[config.mk]
export PLATFORM = sky130hd
export DESIGN_NAME = wb_credit_throttle
export DESIGN_NICKNAME = d
export VERILOG_FILES = /design/src/rtl/wbc_pkg.sv /design/src/rtl/wbc_issue_gate.sv /design/src/rtl/wbc_credit_ctr.sv /design/src/rtl/wbc_slot_alloc.sv /design/src/rtl/wbc_tag_track.sv /design/src/rtl/wb_credit_throttle.sv
export SDC_FILE = /design/constraint.sdc
export NUM_CORES = 1
export LEC_CHECK = 0
export CAP_MARGIN = 20
export CORE_UTILIZATION = 51
export DETAILED_ROUTE_END_ITERATION = 10
export GPL_ROUTABILITY_DRIVEN = 1
export HOLD_SLACK_MARGIN = 0.15
export PLACE_DENSITY = 0.81
export SLEW_MARGIN = 15
export SYNTH_ARGS = -nofsm -noshare
export SYNTH_HDL_FRONTEND = slang
export SYNTH_SLANG_ARGS = --single-unit
[constraint.sdc]
create_clock -name clk -period 3.14 [get_ports clk]
set_input_delay 0.628 -clock clk [delete_from_list [all_inputs] [get_ports clk]]
set_output_delay 0.628 -clock clk [all_outputs]
set_load 0.1 [all_outputs]
[src/rtl/wbc_pkg.sv]
package wbc_pkg;
   // Credit return paths; value is the index into the return vector.
   typedef enum logic [1:0] {
      SRC_WB  = 2'd0,
      SRC_EXE = 2'd1,
      SRC_MEM = 2'd2
   } ret_src_e;

   localparam int unsigned NUM_SRC = 3;

   function automatic int unsigned ones_src(input logic [NUM_SRC-1:0] v);
      int unsigned n;
      n = 0;
      for (int i = 0; i < NUM_SRC; i++) n += int'(v[i]);
      return n;
   endfunction
endpackage

[src/rtl/wbc_issue_gate.sv]
module wbc_issue_gate #(
   parameter int unsigned PORTS = 2,
   parameter int unsigned CAP   = 6,
   parameter int unsigned CNT_W = 3,
   parameter int unsigned INC_W = 2
) (
   input  logic             clk,
   input  logic             rst_n,
   input  logic [CNT_W-1:0] count,
   input  logic [PORTS-1:0] req,
   output logic [PORTS-1:0] gnt,
   output logic [INC_W-1:0] ninc
);
   localparam logic [CNT_W:0] CAP_V = (CNT_W+1)'(CAP);

   logic [CNT_W:0] run;

   // In-order grant: each port sees the credits left after lower ports.
   always_comb begin
      run  = {1'b0, count};
      gnt  = '0;
      ninc = '0;
      for (int i = 0; i < PORTS; i++) begin
         if (req[i] && (run < CAP_V)) begin
            gnt[i] = 1'b1;
            run    = run + 1'b1;
            ninc   = ninc + 1'b1;
         end
      end
   end

   // nothing is granted while every credit is taken
   a_r3_full_no_grant: assert property (@(posedge clk) disable iff (!rst_n)
      ({1'b0, count} == CAP_V) |-> (gnt == '0));

   // grants never exceed the credits left
   a_r3_grant_bound: assert property (@(posedge clk) disable iff (!rst_n)
      (int'(count) + $countones(gnt)) <= int'(CAP));
endmodule

[src/rtl/wbc_credit_ctr.sv]
module wbc_credit_ctr
   import wbc_pkg::*;
#(
   parameter int unsigned CAP   = 6,
   parameter int unsigned CNT_W = 3,
   parameter int unsigned INC_W = 2
) (
   input  logic               clk,
   input  logic               rst_n,
   input  logic [INC_W-1:0]   ninc,
   input  logic [NUM_SRC-1:0] ret_vld,
   output logic [CNT_W-1:0]   count,
   output logic               issue_en,
   output logic               underflow_err
);
   localparam logic [CNT_W-1:0] CAP_C = CNT_W'(CAP);

   logic [CNT_W-1:0] count_q, count_nxt;
   logic             en_q, en_nxt;
   logic             uf_q, uf_now;
   int               ndec;
   int               net;

   always_comb begin
      ndec   = int'(ones_src(ret_vld));
      net    = int'(count_q) + int'(ninc) - ndec;
      uf_now = 1'b0;
      if (net < 0) begin
         uf_now = 1'b1;
         net    = 0;
      end
      count_nxt = CNT_W'(net);
      en_nxt    = (net < int'(CAP));
   end

   always_ff @(posedge clk) begin
      if (!rst_n) begin
         count_q <= '0;
         en_q    <= 1'b1;
         uf_q    <= 1'b0;
      end else begin
         count_q <= count_nxt;
         en_q    <= en_nxt;
         uf_q    <= uf_q | uf_now;
      end
   end

   assign count         = count_q;
   assign issue_en      = en_q;
   assign underflow_err = uf_q;

   // the count stays within capacity
   a_r2_bounded: assert property (@(posedge clk) disable iff (!rst_n)
      count_q <= CAP_C);

   // the enable register agrees with the count register
   a_r2_en_match: assert property (@(posedge clk) disable iff (!rst_n)
      en_q == (count_q < CAP_C));

   // a return taken from a full count re-enables issue
   a_r4_reenable: assert property (@(posedge clk) disable iff (!rst_n)
      (count_q == CAP_C && ret_vld != '0 && ninc == '0) |=> en_q);

   // balanced grants and returns hold the count
   a_r5_net_hold: assert property (@(posedge clk) disable iff (!rst_n)
      (int'(ninc) == int'(ones_src(ret_vld))) |=> $stable(count_q));

   // a return at zero clamps and flags
   a_r6_floor: assert property (@(posedge clk) disable iff (!rst_n)
      (count_q == '0 && ninc == '0 && ret_vld != '0) |=> (count_q == '0 && uf_q));

   // the underflow flag is sticky
   a_r6_sticky: assert property (@(posedge clk) disable iff (!rst_n)
      uf_q |=> uf_q);
endmodule

[src/rtl/wbc_slot_alloc.sv]
module wbc_slot_alloc #(
   parameter int unsigned WB_WIDTH = 2,
   parameter int unsigned WB_DEPTH = 3,
   parameter int unsigned PORTS    = 4,
   parameter int unsigned CYC_W    = 2,
   parameter int unsigned LANE_W   = 1
) (
   input  logic                          clk,
   input  logic                          rst_n,
   input  logic [PORTS-1:0]              req,
   output logic [PORTS-1:0]              ok,
   output logic [PORTS-1:0][CYC_W-1:0]   cyc,
   output logic [PORTS-1:0][LANE_W-1:0]  lane,
   output logic                          err
);
   localparam int unsigned CAP = WB_WIDTH * WB_DEPTH;

   logic [CAP-1:0] occ_q, occ_nxt, taken;
   logic           err_q, miss_now;
   logic           found;

   // Scan lanes of a cycle slot, wrap the lane and step to the next slot.
   always_comb begin
      taken    = occ_q;
      ok       = '0;
      cyc      = '0;
      lane     = '0;
      miss_now = 1'b0;
      found    = 1'b0;
      for (int p = 0; p < PORTS; p++) begin
         found = 1'b0;
         if (req[p]) begin
            for (int c = 0; c < WB_DEPTH; c++) begin
               for (int l = 0; l < WB_WIDTH; l++) begin
                  if (!found && !taken[c*WB_WIDTH + l]) begin
                     found                  = 1'b1;
                     taken[c*WB_WIDTH + l]  = 1'b1;
                     cyc[p]                 = CYC_W'(c);
                     lane[p]                = LANE_W'(l);
                  end
               end
            end
            ok[p] = found;
            if (!found) miss_now = 1'b1;
         end
      end
      occ_nxt = taken >> WB_WIDTH;
   end

   always_ff @(posedge clk) begin
      if (!rst_n) begin
         occ_q <= '0;
         err_q <= 1'b0;
      end else begin
         occ_q <= occ_nxt;
         err_q <= err_q | miss_now;
      end
   end

   assign err = err_q;

   for (genvar p = 0; p < PORTS; p++) begin : g_port_chk
      // a granted position lies below capacity
      a_r7_in_range: assert property (@(posedge clk) disable iff (!rst_n)
         ok[p] |-> (int'(cyc[p]) * WB_WIDTH + int'(lane[p])) < CAP);
      // a granted position was free in the shifted map
      a_r8_was_free: assert property (@(posedge clk) disable iff (!rst_n)
         ok[p] |-> !occ_q[int'(cyc[p]) * WB_WIDTH + int'(lane[p])]);
   end

   // an unserved request sets the sticky error
   a_r9_err_set: assert property (@(posedge clk) disable iff (!rst_n)
      ((req & ~ok) != '0) |=> err_q);

   // the slot error is sticky
   a_r9_sticky: assert property (@(posedge clk) disable iff (!rst_n)
      err_q |=> err_q);
endmodule

[src/rtl/wbc_tag_track.sv]
module wbc_tag_track
   import wbc_pkg::*;
#(
   parameter int unsigned CAP   = 6,
   parameter int unsigned PORTS = 2,
   parameter int unsigned SEQ_W = 8
) (
   input  logic                          clk,
   input  logic                          rst_n,
   input  logic [PORTS-1:0]              ins_vld,
   input  logic [PORTS-1:0][SEQ_W-1:0]   ins_seq,
   input  logic [NUM_SRC-1:0]            ret_vld,
   input  logic [NUM_SRC-1:0][SEQ_W-1:0] ret_seq,
   output logic                          tag_err
);
   logic [CAP-1:0]            valid_q, valid_nxt, clr, picked;
   logic [CAP-1:0][SEQ_W-1:0] seq_q, seq_nxt;
   logic [NUM_SRC-1:0]        hit;
   logic                      miss_now, dup, done;
   logic                      err_q;

   always_comb begin
      hit = '0;
      clr = '0;
      for (int s = 0; s < NUM_SRC; s++) begin
         for (int e = 0; e < CAP; e++) begin
            if (ret_vld[s] && valid_q[e] && seq_q[e] == ret_seq[s]) begin
               hit[s] = 1'b1;
               clr[e] = 1'b1;
            end
         end
      end
      miss_now = |(ret_vld & ~hit);
   end

   always_comb begin
      picked  = '0;
      seq_nxt = seq_q;
      done    = 1'b0;
      for (int p = 0; p < PORTS; p++) begin
         done = 1'b0;
         for (int e = 0; e < CAP; e++) begin
            if (ins_vld[p] && !done && !valid_q[e] && !picked[e]) begin
               done       = 1'b1;
               picked[e]  = 1'b1;
               seq_nxt[e] = ins_seq[p];
            end
         end
      end
      valid_nxt = (valid_q & ~clr) | picked;
   end

   // Input assumption: a granted issue reuses no outstanding number.
   always_comb begin
      dup = 1'b0;
      for (int p = 0; p < PORTS; p++) begin
         for (int e = 0; e < CAP; e++)
            if (ins_vld[p] && valid_q[e] && seq_q[e] == ins_seq[p]) dup = 1'b1;
         for (int q = p + 1; q < PORTS; q++)
            if (ins_vld[p] && ins_vld[q] && ins_seq[p] == ins_seq[q]) dup = 1'b1;
      end
   end

   always_ff @(posedge clk) begin
      if (!rst_n) begin
         valid_q <= '0;
         err_q   <= 1'b0;
      end else begin
         valid_q <= valid_nxt;
         err_q   <= err_q | miss_now;
      end
   end

   always_ff @(posedge clk) seq_q <= seq_nxt;

   assign tag_err = err_q;

   // issue numbers are fresh
   a_r10_fresh_issue: assert property (@(posedge clk) disable iff (!rst_n)
      !dup);

   // return paths name distinct instructions in one cycle
   a_r4_distinct_returns: assert property (@(posedge clk) disable iff (!rst_n)
      !((ret_vld[SRC_WB] && ret_vld[SRC_EXE] && ret_seq[SRC_WB] == ret_seq[SRC_EXE]) ||
        (ret_vld[SRC_WB] && ret_vld[SRC_MEM] && ret_seq[SRC_WB] == ret_seq[SRC_MEM]) ||
        (ret_vld[SRC_EXE] && ret_vld[SRC_MEM] && ret_seq[SRC_EXE] == ret_seq[SRC_MEM])));

   // an unknown return sets the sticky flag
   a_r10_err_set: assert property (@(posedge clk) disable iff (!rst_n)
      miss_now |=> err_q);
endmodule

[src/rtl/wb_credit_throttle.sv]
module wb_credit_throttle
   import wbc_pkg::*;
#(
   parameter int unsigned WB_WIDTH    = 2,
   parameter int unsigned WB_DEPTH    = 3,
   parameter int unsigned ISSUE_PORTS = 2,
   parameter int unsigned FIN_PORTS   = 4,
   parameter int unsigned SEQ_W       = 8,
   parameter bit          TRACK_TAGS  = 1'b1,
   localparam int unsigned CAP    = WB_WIDTH * WB_DEPTH,
   localparam int unsigned CNT_W  = $clog2(CAP + 1),
   localparam int unsigned CYC_W  = (WB_DEPTH > 1) ? $clog2(WB_DEPTH) : 1,
   localparam int unsigned LANE_W = (WB_WIDTH > 1) ? $clog2(WB_WIDTH) : 1
) (
   input  logic                               clk,
   input  logic                               rst_n,
   input  logic [ISSUE_PORTS-1:0]             issue_req,
   input  logic [ISSUE_PORTS-1:0][SEQ_W-1:0]  issue_seq,
   output logic [ISSUE_PORTS-1:0]             issue_gnt,
   input  logic                               wb_done,
   input  logic [SEQ_W-1:0]                   wb_seq,
   input  logic                               exe_squash,
   input  logic [SEQ_W-1:0]                   exe_seq,
   input  logic                               mem_squash,
   input  logic [SEQ_W-1:0]                   mem_seq,
   input  logic [FIN_PORTS-1:0]               fin_req,
   output logic [FIN_PORTS-1:0]               fin_ok,
   output logic [FIN_PORTS-1:0][CYC_W-1:0]    fin_cycle,
   output logic [FIN_PORTS-1:0][LANE_W-1:0]   fin_lane,
   output logic                               issue_en,
   output logic [CNT_W-1:0]                   outstanding,
   output logic                               underflow_err,
   output logic                               slot_err,
   output logic                               tag_err
);
   localparam int unsigned INC_W = $clog2(ISSUE_PORTS + 1);

   initial begin
      a_cfg_width: assert (WB_WIDTH >= 1) else $fatal(1, "WB_WIDTH must be at least 1");
      a_cfg_depth: assert (WB_DEPTH >= 1) else $fatal(1, "WB_DEPTH must be at least 1");
      a_cfg_ports: assert (ISSUE_PORTS >= 1 && FIN_PORTS >= 1) else $fatal(1, "port counts must be at least 1");
      a_cfg_seq:   assert (SEQ_W >= 1) else $fatal(1, "SEQ_W must be at least 1");
   end

   logic [NUM_SRC-1:0]            ret_vld;
   logic [NUM_SRC-1:0][SEQ_W-1:0] ret_seq;
   logic [INC_W-1:0]              ninc;
   logic [CNT_W-1:0]              count;

   always_comb begin
      ret_vld          = '0;
      ret_seq          = '0;
      ret_vld[SRC_WB]  = wb_done;
      ret_seq[SRC_WB]  = wb_seq;
      ret_vld[SRC_EXE] = exe_squash;
      ret_seq[SRC_EXE] = exe_seq;
      ret_vld[SRC_MEM] = mem_squash;
      ret_seq[SRC_MEM] = mem_seq;
   end

   wbc_issue_gate #(
      .PORTS (ISSUE_PORTS),
      .CAP   (CAP),
      .CNT_W (CNT_W),
      .INC_W (INC_W)
   ) u_gate (
      .clk   (clk),
      .rst_n (rst_n),
      .count (count),
      .req   (issue_req),
      .gnt   (issue_gnt),
      .ninc  (ninc)
   );

   wbc_credit_ctr #(
      .CAP   (CAP),
      .CNT_W (CNT_W),
      .INC_W (INC_W)
   ) u_ctr (
      .clk           (clk),
      .rst_n         (rst_n),
      .ninc          (ninc),
      .ret_vld       (ret_vld),
      .count         (count),
      .issue_en      (issue_en),
      .underflow_err (underflow_err)
   );

   wbc_slot_alloc #(
      .WB_WIDTH (WB_WIDTH),
      .WB_DEPTH (WB_DEPTH),
      .PORTS    (FIN_PORTS),
      .CYC_W    (CYC_W),
      .LANE_W   (LANE_W)
   ) u_slots (
      .clk   (clk),
      .rst_n (rst_n),
      .req   (fin_req),
      .ok    (fin_ok),
      .cyc   (fin_cycle),
      .lane  (fin_lane),
      .err   (slot_err)
   );

   if (TRACK_TAGS) begin : g_tags
      wbc_tag_track #(
         .CAP   (CAP),
         .PORTS (ISSUE_PORTS),
         .SEQ_W (SEQ_W)
      ) u_tags (
         .clk     (clk),
         .rst_n   (rst_n),
         .ins_vld (issue_gnt),
         .ins_seq (issue_seq),
         .ret_vld (ret_vld),
         .ret_seq (ret_seq),
         .tag_err (tag_err)
      );
   end else begin : g_no_tags
      assign tag_err = 1'b0;
   end

   assign outstanding = count;
endmodule

After elaboration in Yosys (flattened, before gate mapping)
Index checks and enable logic that the tools add are counted.
{ "op_classes": {"eq_ne": 18, "mux": 203, "addsub": 6, "reduce_logical": 154, "n_lt_le_gt_ge": 4, "n_bitwise": 8} }
{ "ops": {"columns": ["operator", "count"], "rows": [
  ["$mux 1", 172],
  ["$eq 8x8->1", 18],
  ["$mux 8", 12],
  ["$logic_and 1x1->1", 86],
  ["$logic_not 1->1", 61],
  ["$add 32x1->32", 1],
  ["$lt 32x1->1 const B", 1],
  ["$lt 32x4->1 const B", 1],
  ["$mux 32", 1],
  ["$sub 32x32->32", 1],
  ["$mux 2", 13],
  ["$mux 6", 4],
  ["$reduce_bool 2->1", 6],
  ["$and 6x6->6", 1],
  ["$not 6->6", 1],
  ["$or 6x6->6", 1],
  ["$add 3x1->4 const B", 1],
  ["$add 3x2->4", 1],
  ["$lt 4x3->1 const B", 1],
  ["$mux 4", 1],
  ["$and 3x3->3", 1],
  ["$lt 3x3->1 const B", 1],
  ["$not 3->3", 1],
  ["$or 1x1->1", 3],
  ["other kinds (3)", 3]
]} }
{ "totals": {"inputBits": 51, "regBits": 67, "output_inout_bits": 25} }

Depth between registers and ports, before layout
{ "logic_depth": {"word_depth": 91, "depth_mapped": 14, "depth_no_buf": 14} }

By module
Synthesis repeated with hierarchy kept, for this count alone.
{ "hier_totals": {"hier_cells": 567, "area_unflattened_um2": 5699.2} }
{ "modules_own_cells": {"columns": ["module", "cells_each", "seq_area_each_um2", "n_inst", "area_each_um2"], "rows": [
  ["wbc_tag_track", 421, 1581.5, 1, 4390.5],
  ["wbc_slot_alloc", 104, 100.1, 1, 868.3],
  ["wbc_credit_ctr", 36, 100.1, 1, 382.9],
  ["wbc_issue_gate", 6, 0.0, 1, 57.6]
]} }

Least setup slack after synthesis
No wires, ideal clock.
{ "synth_path": {"kind": "reg2reg", "startpoint": "register u_ctr.count_q[1], in the netlist u_ctr.count[1]", "endpoint": "register u_ctr.en_q, in the netlist u_ctr.issue_en", "required_ns": 3.011, "stages_incl_launch_ff": 15, "slack_ns": -1.703, "t_arrival_ns": 4.713, "cell_sequence": "dfxtp_1 > ha_1 > and3b_1 > o21ai_2 > nand3_4 > inv_1 > ha_1 > ha_1 > fa_1 > inv_1 > fa_1 > o22ai_1 > a21oi_1 > o221ai_1 > nand2_1"} }
{ "synth_via": {"elab_chain_cells": 11, "elab_cells_between_ends": 14, "classes_between": "add/sub: 4; order compare: 4; mux: 4; reduce/logical: 2"} }
{ "synth_lines": {"columns": ["element", "line_no", "rtl"], "rows": [
  ["start: declaration", "wbc_credit_ctr.sv:18", "logic [CNT_W-1:0] count_q, count_nxt;"],
  ["start signal: assignment", "wbc_credit_ctr.sv:42", "count_q <= count_nxt;"],
  ["$lt 3x3->1", "wbc_issue_gate.sv:24", "if (req[i] && (run < CAP_V)) begin"],
  ["$logic_and 1x1->1", "wbc_issue_gate.sv:24", null],
  ["$mux 4", "wbc_issue_gate.sv:24", null],
  ["$lt 4x3->1", "wbc_issue_gate.sv:24", null],
  ["$logic_and 1x1->1", "wbc_issue_gate.sv:24", null],
  ["$mux 2", "wbc_issue_gate.sv:24", null],
  ["$add 3x2->4 (*)", "wbc_credit_ctr.sv:26", "net = int'(count_q) + int'(ninc) - ndec;"],
  ["$sub 32x32->32 (*)", "wbc_credit_ctr.sv:26", null],
  ["$lt 32x1->1", "wbc_credit_ctr.sv:28", "if (net < 0) begin"],
  ["$mux 32 (*)", "wbc_credit_ctr.sv:28", null],
  ["$lt 32x4->1 (*)", "wbc_credit_ctr.sv:33", "en_nxt = (net < int'(CAP));"],
  ["end signal: assignment", "wbc_credit_ctr.sv:43", "en_q <= en_nxt;"],
  ["end: declaration", "wbc_credit_ctr.sv:19", "logic en_q, en_nxt;"]
]} }
Mark *: on every way between the ends. The rest lies on a longest branch, timed or not.
A chain may end at the register's enable or synchronous reset.

Worst setup path after layout
{ "layout_path": {"startpoint": "register u_ctr.count_q[0], in the netlist u_ctr.count[0]", "endpoint": "register u_ctr.en_q, in the netlist u_ctr.issue_en"} }
The elaborated chain is that of the path after synthesis.

==> results_dict.tcl <==
set metrics [dict create \
    worstMarginPinSlew_ns 0.657 \
    syn_area_um2 5730 \
    yosysUniqueCellTypes 73 \
    outcome "finished, violations left" \
    synth_enable_flop_cells 48 \
    fp.dieW_um 108 \
    port_buffers 75 \
    setup_viol 1 \
    grt_overflow 0 \
    path_class "register to register" \
    grt_pass1_wl_um 26900 \
    synth_warnings 0 \
    place_congestion 1.00 \
    hp-class "register to register" \
    h-tree-depth 3 \
    syn_nets 663 \
    p_clk_share_pct 20.5 \
    clockBufferDepth 2 \
    skew_ns 0.0130 \
    die-area_um2 11700 \
    period_share_pct 102 \
    clkTransAtPathRegs_ns 0.06 \
    synthArstFlopShare_pct 0 \
    drive_above_1_share_pct 26.5 \
    syn_area_per_cell_um2 9.50 \
    place_inst 819 \
    vias_per_cell 6.14 \
    synth_top_area_cell "edfxtp_1" \
    hold_end "u_ctr.underflow_err$_SDFF_PN0_" \
    failed_checks "design-rule violations, negative setup slack" \
    p_sw_mw 1.40 \
    antenna_left 0 \
    crit_path_max_fanout 4 \
    ir_worst_vdd_v 0.000407 \
    drv_slew 0 \
    setup_slack_ns -0.0597 \
    crit_required_ns 3.35 \
    comb_power_share_pct 44.7 \
    dr_total_vias 5123 \
    nFillCells 842 \
    core_area_um2 10900 \
    clock_sinks 65 \
    grt_use_total_pct 30.9 \
    syn_to_final_growth_pct 27.8 \
    max_freq_mhz 313 \
    power_density_nw_per_um2 469 \
    final_util_pct 67.2 \
    r2r-start "u_ctr.count[0]$_SDFF_PP0_" \
    rr_endpoint "u_ctr.issue_en$_SDFF_PN1_" \
    synth_common_cells "xor2_1 (101), xnor2_1 (55), edfxtp_1 (48)" \
    p_int_mw 2.03 \
    start_util_pct 52.6 \
    synth_ff_type "edfxtp_1" \
    num_io_pins 76 \
    hpwl_um 13700 \
    crit_start "u_ctr.count[0]$_SDFF_PP0_" \
    critPathArrivalTime_ns 3.41 \
    cts_made_buffers 9 \
    grt_pass1_vias 5105 \
    grt_start_max_net_pins 19 \
    r2r_slack_ns -0.06 \
    drtPass1Iterations 8 \
    yosysMostFrequentCell "xor2_1" \
    synth_area_leaders "edfxtp_1 (25%), xor2_1 (15%), xnor2_1 (8.4%)" \
    hold_start "u_ctr.underflow_err$_SDFF_PN0_" \
    rsz0062_at_grt "true" \
    nNetsFinal 751 \
    slew-limit-headroom_pct 56.1 \
    instances_no_fill 835 \
    drc 2 \
    synth-seq-area-share_pct 31.1 \
    cts_tree "yes" \
    drt_iter0_drc 550 \
    antenna-diode-count 0 \
    start_kind "register" \
    period_minus_slack_ns 3.20 \
    antenna_found_initial 0 \
    cap_violations 0 \
    power_leakage_nw 2.76 \
    synth_cells 603 \
    finalHoldViolCount 0 \
    synth-seq-cells 65 \
    min_path_cells 2 \
    reg2reg_depth 14 \
    synth_top_area_share_pct 25.2 \
    wl_per_cell_um 20.8 \
    swShare_pct 40.8 \
    seqPwrFrac_pct 34.9 \
    fp-row-count 38 \
    end_kind "register" \
    routed_wirelength_um 17400 \
    die_y_um 108 \
    clock_latency_ns 0.34 \
    cts-root-buf "clkbuf_8" \
]
==> worst max-delay path, cell delays in order (launching register included) <==
cell and delay (ns):
dfxtp_4 0.37, ha_4 0.28, and3b_1 0.18, o21ai_2 0.07
nand3_4 0.09, clkinvlp_4 0.11, ha_4 0.25, ha_4 0.16
fa_1 0.50, inv_1 0.06, fa_1 0.49, o22ai_1 0.17
a21oi_1 0.09, o221ai_1 0.17, nand2_1 0.08
==> metal layers <==
metal	global-route usage [%]	vias up	part of all wire [%]
li1	-	2320	-
met1	42.6	2454	42
met2	47.2	302	45
met3	5.73	47	10
met4	13.4	0	3.2
met5	0	-	0
==> state kept, by name, indices dropped and copies added (netlist names) <==
name / flops
g_tags.u_tags.seq_q: 48
g_tags.u_tags.valid_q: 6
u_slots.occ_q: 4
u_ctr.count: 3
g_tags.u_tags.tag_err: 1
u_ctr.issue_en: 1
u_ctr.underflow_err: 1
u_slots.err: 1
==> worst max path at each step <==
stage / to / slack, ns / depth (start not counted)
finish: u_ctr.issue_en$_SDFF_PN1_ / -0.06 / 14
global route: u_ctr.issue_en$_SDFF_PN1_ / -0.18 / 14
detailed placement: u_ctr.issue_en$_SDFF_PN1_ / -0.54 / 14
global placement: u_ctr.issue_en$_SDFF_PN1_ / -0.43 / 14
CTS: u_ctr.issue_en$_SDFF_PN1_ / -0.12 / 14
floorplan: u_ctr.issue_en$_SDFF_PN1_ / -0.60 / 14
==> per-stage QoR <==
step | setup WS (ns) | power (mW) | hold WS (ns) | TNS [ns] | instance area [um^2]
floorplan | -0.596 | 2.23 | 0.662 | -2.19 | 5840
global placement | -0.427 | 2.64 | 0.445 | -1.54 | 7090
detailed placement | -0.539 | 2.70 | 0.452 | -2.08 | 7090
CTS | -0.125 | 3.42 | 0.460 | -0.125 | 7300
global route | -0.179 | 3.59 | 0.484 | -0.179 | 7320
finish | -0.0597 | 3.44 | 0.455 | -0.0597 | 7320
==> kinds of logic (layout without fill, tap and decap cells) <==
group | Yosys count | after routing | share of synthesized area (%)
compound gates | 88 | 88 | 10.7
mux | 48 | 48 | 9.96
flops | 65 | 65 | 31.1
simple gates | 165 | 165 | 16.1
fa+ha+maj | 12 | 12 | 2.91
xor+xnor | 156 | 156 | 23.9
buf+inv | 69 | 161 | 5.33
==> what timing repair did <==
action	CTS	global route
pin swaps	4	6
gates resized for setup	7	8
hold endpoints to repair	0	0
hold buffers	0	0
setup buffers	1	0
endpoints found under the setup margin	6	3
==> layout make-up <==
| class | instances | area [um^2] | area share (%) |
|---|---|---|---|
| multi-input combinational | 469 | 3760 | 51.4 |
| sequential | 65 | 1790 | 24.5 |
| clock buffer | 9 | 124 | 1.69 |
| timing repair buffer | 127 | 1320 | 18.0 |
| tap | 140 | 175 | 2.39 |
| inverter | 19 | 80.1 | 1.09 |
| clock inverter | 6 | 67.6 | 0.923 |
==> cell usage in the layout, fill, tap and decap left out, types with 4 or more instances in the layout <==
master / synthesis / final
inv_1: 18 / 17
a21o_1: 4 / 4
or3_1: 5 / 5
a21oi_1: 22 / 18
mux2_4: 8 / 8
o21ai_0: 13 / 10
o211ai_1: 4 / 4
nand4_1: 13 / 13
nand2_1: 18 / 18
clkbuf_8: 0 / 9
o22ai_1: 5 / 5
xnor2_1: 55 / 55
and3_1: 12 / 12
mux2_2: 40 / 40
edfxtp_1: 48 / 48
nor4_1: 16 / 16
nor2_1: 24 / 22
nor3_1: 22 / 22
dfxtp_1: 17 / 12
clkdlybuf4s50_1: 0 / 47
buf_12: 0 / 19
nand3_1: 29 / 29
xor2_1: 101 / 101
a31oi_1: 5 / 4
o21a_1: 7 / 6
o221ai_1: 4 / 4
buf_4: 4 / 57
==> power by group through the flow <==
stage	clock network, mW	registers [mW]	logic (mW)
after CTS	0.709	1.20	1.52
after global routing	0.744	1.21	1.64
after global placement	0	1.20	1.44
after floorplan	0	1.36	0.868
final	0.703	1.20	1.54
after detailed placement	0	1.21	1.49
(Power assumes the default switching activity.)
